File: src/rtl/xl_pkg.sv
package xl_pkg;
  typedef enum logic [1:0] {
    SZ_BYTE = 2'd0,
    SZ_HALF = 2'd1,
    SZ_WORD = 2'd2,
    SZ_DBL  = 2'd3
  } ld_size_e;
endpackage

File: src/rtl/xl_bank_index.sv
module xl_bank_index #(
  parameter int ADDR_W = 12,
  parameter int OFF_W  = 4,
  localparam int IDX_W = ADDR_W - OFF_W - 1
) (
  input  logic [ADDR_W-1:0] addr,
  output logic [IDX_W-1:0]  even_idx,
  output logic [IDX_W-1:0]  odd_idx,
  output logic              odd_first
);
  logic [IDX_W-1:0] pair;
  assign pair      = addr[ADDR_W-1:OFF_W+1];
  assign odd_first = addr[OFF_W];
  assign odd_idx   = pair;
  assign even_idx  = odd_first ? IDX_W'(pair + 1'b1) : pair;
endmodule

File: src/rtl/xl_splice_extract.sv
module xl_splice_extract #(
  parameter int LINE_BYTES = 16,
  parameter int WIN_BYTES  = 8,
  localparam int OFF_W  = $clog2(LINE_BYTES),
  localparam int LINE_W = LINE_BYTES * 8,
  localparam int WIN_W  = WIN_BYTES * 8
) (
  input  logic              odd_first,
  input  logic [OFF_W-1:0]  offset,
  input  logic [LINE_W-1:0] even_line,
  input  logic [LINE_W-1:0] odd_line,
  output logic [WIN_W-1:0]  window,
  output logic [LINE_W-1:0] first_line
);
  logic [7:0] pair_b [2*LINE_BYTES];

  for (genvar b = 0; b < LINE_BYTES; b++) begin : g_pair
    assign pair_b[b]            = odd_first ? odd_line[8*b +: 8]  : even_line[8*b +: 8];
    assign pair_b[b+LINE_BYTES] = odd_first ? even_line[8*b +: 8] : odd_line[8*b +: 8];
  end

  for (genvar k = 0; k < WIN_BYTES; k++) begin : g_win
    logic [OFF_W:0] pos;
    assign pos              = (OFF_W+1)'(offset) + (OFF_W+1)'(k);
    assign window[8*k +: 8] = pair_b[pos];
  end

  assign first_line = odd_first ? odd_line : even_line;
endmodule

File: src/rtl/xl_extend.sv
module xl_extend import xl_pkg::*; #(
  parameter int WIN_BYTES = 8,
  localparam int WIN_W = WIN_BYTES * 8
) (
  input  logic [WIN_W-1:0] window,
  input  logic [1:0]       size,
  input  logic             sgn,
  output logic [WIN_W-1:0] ext
);
  always_comb begin
    case (ld_size_e'(size))
      SZ_BYTE: ext = {{(WIN_W-8){sgn & window[7]}},   window[7:0]};
      SZ_HALF: ext = {{(WIN_W-16){sgn & window[15]}}, window[15:0]};
      SZ_WORD: ext = {{(WIN_W-32){sgn & window[31]}}, window[31:0]};
      default: ext = window;
    endcase
  end
endmodule

File: src/rtl/xl_load_extract.sv
module xl_load_extract #(
  parameter int ADDR_W     = 12,
  parameter int LINE_BYTES = 16,
  parameter int WIN_BYTES  = 8,
  localparam int OFF_W  = $clog2(LINE_BYTES),
  localparam int IDX_W  = ADDR_W - OFF_W - 1,
  localparam int LINE_W = LINE_BYTES * 8,
  localparam int WIN_W  = WIN_BYTES * 8
) (
  input  logic              clk,
  input  logic              rst,
  input  logic              req_valid,
  input  logic [ADDR_W-1:0] req_addr,
  input  logic [1:0]        req_size,
  input  logic              req_signed,
  input  logic              req_wide,
  output logic [IDX_W-1:0]  even_idx,
  output logic [IDX_W-1:0]  odd_idx,
  input  logic [LINE_W-1:0] even_line,
  input  logic [LINE_W-1:0] odd_line,
  output logic              rsp_valid,
  output logic              rsp_fault,
  output logic [LINE_W-1:0] rsp_data
);
  logic              odd_first;
  logic [WIN_W-1:0]  window;
  logic [WIN_W-1:0]  extended;
  logic [LINE_W-1:0] first_line;
  logic              wide_ok;
  logic [LINE_W-1:0] nxt_data;
  logic              nxt_fault;

  xl_bank_index #(.ADDR_W(ADDR_W), .OFF_W(OFF_W)) u_index (
    .addr      (req_addr),
    .even_idx  (even_idx),
    .odd_idx   (odd_idx),
    .odd_first (odd_first)
  );

  xl_splice_extract #(.LINE_BYTES(LINE_BYTES), .WIN_BYTES(WIN_BYTES)) u_splice (
    .odd_first  (odd_first),
    .offset     (req_addr[OFF_W-1:0]),
    .even_line  (even_line),
    .odd_line   (odd_line),
    .window     (window),
    .first_line (first_line)
  );

  xl_extend #(.WIN_BYTES(WIN_BYTES)) u_ext (
    .window (window),
    .size   (req_size),
    .sgn    (req_signed),
    .ext    (extended)
  );

  assign wide_ok   = (req_addr[OFF_W-1:0] == '0);
  assign nxt_fault = req_wide & ~wide_ok;

  always_comb begin
    if (req_wide) nxt_data = wide_ok ? first_line : '0;
    else          nxt_data = {{(LINE_W-WIN_W){1'b0}}, extended};
  end

  always_ff @(posedge clk) begin
    if (rst) begin
      rsp_valid <= 1'b0;
      rsp_fault <= 1'b0;
      rsp_data  <= '0;
    end else begin
      rsp_valid <= req_valid;
      if (req_valid) begin
        rsp_fault <= nxt_fault;
        rsp_data  <= nxt_data;
      end
    end
  end
endmodule

File: config.mk
export PLATFORM = sky130hd
export DESIGN_NAME = xl_load_extract
export DESIGN_NICKNAME = d
export VERILOG_FILES = /design/src/rtl/xl_pkg.sv /design/src/rtl/xl_bank_index.sv /design/src/rtl/xl_splice_extract.sv /design/src/rtl/xl_extend.sv /design/src/rtl/xl_load_extract.sv
export SDC_FILE = /design/constraint.sdc
export NUM_CORES = 1
export LEC_CHECK = 0
export BUFFER_PORTS_ARGS = -buffer_cell sky130_fd_sc_hd__buf_2
export CAP_MARGIN = 10
export CORE_MARGIN = 8
export CORE_UTILIZATION = 55
export CTS_BUF_LIST = sky130_fd_sc_hd__clkbuf_8
export CTS_CLUSTER_DIAMETER = 200
export DETAILED_ROUTE_END_ITERATION = 10
export PLACE_DENSITY = 0.8
export SYNTH_ARGS = -nofsm -noshare
export SYNTH_HDL_FRONTEND = slang
export SYNTH_SLANG_ARGS = --single-unit
File: constraint.sdc
create_clock -name clk -period 5.7 [get_ports clk]
set_input_delay 0 -clock clk [delete_from_list [all_inputs] [get_ports clk]]
set_output_delay 0 -clock clk [all_outputs]
set_load 0.01 [all_outputs]
==> results of run 1 <==
-- Yosys cell counts, drive strengths merged, types with 52 or more instances --
| library cell | number | area [sq um] |
|---|---|---|
| mux2 | 125 | 1410 |
| mux4 | 267 | 6050 |
| nor3 | 78 | 400 |
| buf | 128 | 1100 |
| a211oi | 71 | 543 |
| o22ai | 52 | 325 |
| nand2 | 196 | 738 |
| mux2i | 248 | 2480 |
| clkbuf | 96 | 375 |
| a21oi | 128 | 641 |
| dfxtp | 130 | 2600 |
| nand3 | 67 | 335 |
| nor2 | 190 | 713 |
-- cell type report --
type | instances | area (sq um)
diodes | 3 | 7.51
clock buffers | 17 | 234
clock inverters | 14 | 166
fillers | 3078 | 13900
inverters | 30 | 121
multi-input cells | 1742 | 16200
flip-flops and latches | 130 | 2600
well taps | 468 | 586
repair buffers | 484 | 2660
-- power groups by stage --
stage               Clock [uW]  Combinational (uW)  Sequential, uW
global placement             0                2180             990
global route               923                2390             974
CTS                        899                2210             970
finish                     907                2330             972
floorplan                    0                1450             998
detailed placement           0                2190             991
-- final timing paths --
| check | slack (ns) | from | endpoint | cells after the start |
|---|---|---|---|---|
| setup reg to reg | 4.69 | rsp_data[30]$_SDFFE_PP0P_ | rsp_data[30]$_SDFFE_PP0P_ | 2 |
| hold / removal | 0.01 | even_line[100] | rsp_data[100]$_SDFFE_PP0P_ | 4 |
| setup / recovery | 1.81 | req_addr[0] | rsp_data[59]$_SDFFE_PP0P_ | 9 |
| hold reg to reg | 0.47 | rsp_data[87]$_SDFFE_PP0P_ | rsp_data[87]$_SDFFE_PP0P_ | 2 |
-- registers in the layout (all words and copies together) (netlist names) --
register   count
rsp_data     128
rsp_fault      1
rsp_valid      1
-- layer usage --
layer / wire [microns] / vias to the layer above
li1: - / 8988
met3: 17700 / 335
met4: 4280 / 14
met1: 37200 / 10713
met5: 115 / -
met2: 42100 / 1941
-- per-stage QoR --
step	cell area, sq um	total power, uW
after floorplan	20300	2450
after global placement	22100	3170
after detailed placement	22100	3190
after CTS	22600	4070
after global routing	22600	4280
final	22600	4210
-- what timing repair did --
action                    in CTS  in global routing
hold buffers                   5                  0
buffers inserted               0                  0
hold endpoints to repair       3                  0
-- worst reg2reg max path, stage by stage, from the launching register on --
cell	delay [ns]
dfxtp_1	0.52
o22ai_1	0.12
a311oi_1	0.27
-- cell families (layout without fill, tap and decap cells) --
kind of cell,after synthesis,in the layout,share of synthesized area
buffers and inverters,255,545,0.0785
xor gates and xnor gates,18,18,0.00777
and+or+nand+nor,599,599,0.131
AOI/OAI and AO/OA,473,473,0.158
other,0,3,0
DFF,130,130,0.128
muxes,640,640,0.489
adders and majority gates,12,12,0.00740
==> run metrics, run 1 <==
crit path max fanout 70; placed cells about 2,800; GR Overflow Total 0; Most Crowded Layer GR met2; Final ANT Viol Nets 0; total CTS buffers 17; LEAKAGE around 0.0092 uW; pwr dens 186 mW/mm^2; final hold violation count 0; post-layout min period 3.89 ns; final setup violation count 0; DR WL/cell between 30 and 40 microns; fin cells 2,888; Async SR Flop Fraction 0; post-DP HPWL ~79 mm; critical path buffer and inverter count 2; Cell Int Power 2310 uW; Core Footprint between 0.03 and 0.04 sq mm; syn nets 2,414; sequential cell area fraction in the yosys report 0.128; status complete, no violations; Die X between 200 and 250 microns; sw power 1900 uW; EDFF count, synth 0; Critical Path RT roughly 6 ns; CP Class input port to flip-flop; Clk network pwr share 0.216; All-Layer GR Usage 0.450; fmax 257 MHz; fin crit share 0.683; worst clock skew 0 ns; NumNets Final 2,692; Synth Cell Area 0.0203 sq mm; Pins Over Slew Limit 0; distinct cell type count after synthesis 80; DRT Pass-1 Iters 6; Synth warnings 0; register share of total power 0.231; P&R area growth vs syn 11.2%; biggest cell delay along the critical path 0.88 ns; DRC viols 0; CTS clk-pin slew, worst paths approximately 0.1 ns; met3 Use GR 0.230; crit start category input port; Hold Slack 0.0145 ns; root buffer cell clkbuf_8; switching part of the total 0.452; vias per cell around 7.6; row cnt 70; final setup margin 1.81 ns; Buffers on Ports 418; layout cells sized above 1 0.372; cells after synthesis 2,127; commonest non-fill, non-tap cells in the layout 414 x buf_2, 258 x mux4_2, 248 x mux2i_1; RSZ-0062 raised after global routing no; Top Ports approximately 420; Sink Count 130; drt first-iter violations between 3,000 and 4,000; vias 21,991; TNS Setup 0 ns; most common cell after layout, fill and taps aside buf_2; Peak VDD IR 0.000166 V; Die Height between 200 and 250 microns; worst skew pair latency 0.50 ns; Post-Route WL 101 mm; H-tree depth 4; Slew HR 0.217; Max-Cap Viols 0; Worst setup EP type flip-flop; first-pass GRT wire length 146 mm; Worst-Margin Slew 1.16 ns; Tightest Hold Check Type input port to flip-flop; Placement Setup Slack about 1.5 ns; #FFs+latches synth 130; CP arrival 4.22 ns; slowest stage cell, crit path o31ai_4; vias in the first global route 20,717; Post-Route Utilization 0.618; Synth Flop Type dfxtp_1; pin count of the biggest net entering global routing 99; TritonCTS clock tree built; die area roughly 0.043 sq mm; antenna violations before repair 7; Syn Area/Cell 9.54 sq um; CP cell instances buf_6 -> buf_4 -> nand2_1 -> o22ai_1 -> a221oi_1 -> o211ai_1 -> a31oi_2 -> o31ai_4 -> o221ai_1; CTS-repair resized insts 0; buffer depth of the longest clock path 2; routing usage on met1 0.580; Initial Util 0.556; Comb power frac 0.554; Worst path top cell family by delay compound AO/OA/AOI/OAI gates; met2 GRT Util 0.643; Final GP Congestion 1.08
Power figures use the tool's default switching activity.
==> inputs of run 2 (changes only) <==
--- a/config.mk
+++ b/config.mk
@@ -8,11 +8,11 @@
 export BUFFER_PORTS_ARGS = -buffer_cell sky130_fd_sc_hd__buf_2
 export CAP_MARGIN = 10
 export CORE_MARGIN = 8
-export CORE_UTILIZATION = 55
+export CORE_UTILIZATION = 53
 export CTS_BUF_LIST = sky130_fd_sc_hd__clkbuf_8
 export CTS_CLUSTER_DIAMETER = 200
 export DETAILED_ROUTE_END_ITERATION = 10
-export PLACE_DENSITY = 0.8
+export PLACE_DENSITY = 0.81
 export SYNTH_ARGS = -nofsm -noshare
 export SYNTH_HDL_FRONTEND = slang
 export SYNTH_SLANG_ARGS = --single-unit
==> constraint.sdc (replaced) <==
create_clock -name clk -period 3.58 [get_ports clk]
set_input_delay 0 -clock clk [delete_from_list [all_inputs] [get_ports clk]]
set_output_delay 0 -clock clk [all_outputs]
set_load 0.01 [all_outputs]
==> run metrics, run 2 (synthesis results as in run 1) <==
Critical Path End rsp_data[35]$_SDFFE_PP0P_; vias per cell 7.59; Final GP Congestion 1.08; Peak VDD IR 0.000275 V; FF-to-FF setup slack 2.56 ns; fmax between 300 and 400 MHz; buffer depth of the longest clock path 2; final setup violation count 0; RSZ-0062 raised after global routing no; total CTS buffers 17; Worst setup EP type flip-flop; CP arrival about 3.5 ns; post-layout min period 3.19 ns; status complete, no violations; final hold violation count 0; Initial Util 0.539; Buffers on Ports 418; Max-Cap Viols 0; crit path max fanout 16; layout cells sized above 1 0.399; root buffer cell clkbuf_8; Sink Count 130; Die Height 212 microns; drt first-iter violations 3,880; Final ANT Viol Nets 0; top flop regs rsp_data x128, rsp_fault x1, rsp_valid x1; Critical Path RT 3.89 ns; FF-to-FF End rsp_data[21]$_SDFFE_PP0P_; H-tree depth 4; most common cell after layout, fill and taps aside buf_2; NumNets Final 2,796; Top Ports around 420; Post-Route WL 108 mm; final instance area 0.0235 sq mm; pin count of the biggest net entering global routing 134; row cnt between 70 and 80; first-pass GRT wire length 153 mm; crit start category input port; DRC viols 0; DRT Pass-1 Iters 6; Die X 212 microns; vias 23,047; Slew HR 0.142; Placed Instance Area 0.0231 sq mm; P&R area growth vs syn 15.9%; start point of the critical path req_addr[1]; antenna violations before repair 7; DR WL/cell 35.6 microns; TritonCTS clock tree built; post-DP HPWL ~85 mm; die area 0.0448 sq mm; Worst-Margin Slew 1.28 ns; CTS clk-pin slew, worst paths 0.09 ns; fin cells 3,036; placed cells 2,997; GR Overflow Total 0; pwr dens 296 mW/mm^2; Core Footprint 0.0377 sq mm; worst clock skew 0 ns; max reg flops 128; fin crit share 0.892; TNS Setup 0 ns; All-Layer GR Usage 0.464; Post-Route Utilization 0.625; Largest Register rsp_data; reg2reg start rsp_data[21]$_SDFFE_PP0P_; CP Class input port to flip-flop; worst skew pair latency 0.51 ns; Pins Over Slew Limit 0; commonest non-fill, non-tap cells in the layout 414 x buf_2, 258 x mux4_2, 248 x mux2i_1; cell count of the worst reg-to-reg path 3; Hold Slack 0.0291 ns; Tightest Hold Check Type input port to flip-flop; LEAKAGE 0.00976 uW; vias in the first global route roughly 22,000
run 2: cell count changes in the layout (fill, tap and decap cells not counted), moves of 2 or more:
cell	before	now
clkinv_2	4	1
nor3_2	3	1
buf_4	60	156
xnor2_2	5	7
buf_12	3	12
inv_6	2	4
clkbuf_8	17	20
run 2: worst min path at each step:
stage	end	slack (ns)	cells after the start	start
final	rsp_data[102]$_SDFFE_PP0P_	0.03	4	even_line[102]
after CTS	rsp_data[104]$_SDFFE_PP0P_	0.01	4	odd_line[104]
after floorplan	even_idx[0]	0.08	1	req_addr[5]
after global placement	odd_idx[6]	0.22	2	req_addr[11]
after detailed placement	odd_idx[6]	0.23	2	req_addr[11]
after global routing	rsp_data[113]$_SDFFE_PP0P_	0.05	4	odd_line[113]
run 2: per-layer routing:
layer	vias to the layer above	wire, microns	part of all wire	global-route usage
met5	-	185	0.0017	0.0233
met4	6	4860	0.045	0.178
met3	378	19500	0.18	0.225
met2	2248	45500	0.42	0.670
met1	11213	37900	0.35	0.589
li1	9202	-	-	-
run 2: critical path, cell delays in order:
cell	delay, ns
buf_4	0.12
buf_4	0.20
buf_4	0.27
ha_1	0.34
a21boi_0	0.36
o21ai_0	0.20
a2111o_1	0.48
o2111ai_1	0.13
a31oi_2	0.11
nor4_4	1.06
a211oi_1	0.22
run 2: layout make-up:
type                    count  area, sq um
repair buffers            588         3550
well taps                 511          639
clock buffers              20          275
flip-flops and latches    130         2600
clock inverters            12          146
multi-input cells        1742        16200
inverters                  30          119
diodes                      3         7.51
fillers                  3110        14100
run 2: per-stage QoR:
step           setup slack [ns]  total power [uW]
3_3_place_gp             0.0806              5230
5_1_grt                   0.260              7050
3_5_place_dp            0.00560              5260
2_1_floorplan            0.0148              3910
6_report                  0.385              6960
4_1_cts                   0.505              6710
run 2: what timing repair did:
action	4_1_cts	5_1_grt
endpoints found under the hold margin	8	0
hold buffers	4	0
gates resized for setup	0	0
buffers inserted	0	0
run 2: where the power goes:
group,internal [uW],switching (uW)
Clock,691,804
Combinational,1600,2310
Sequential,1500,53.0
Total,3790,3160
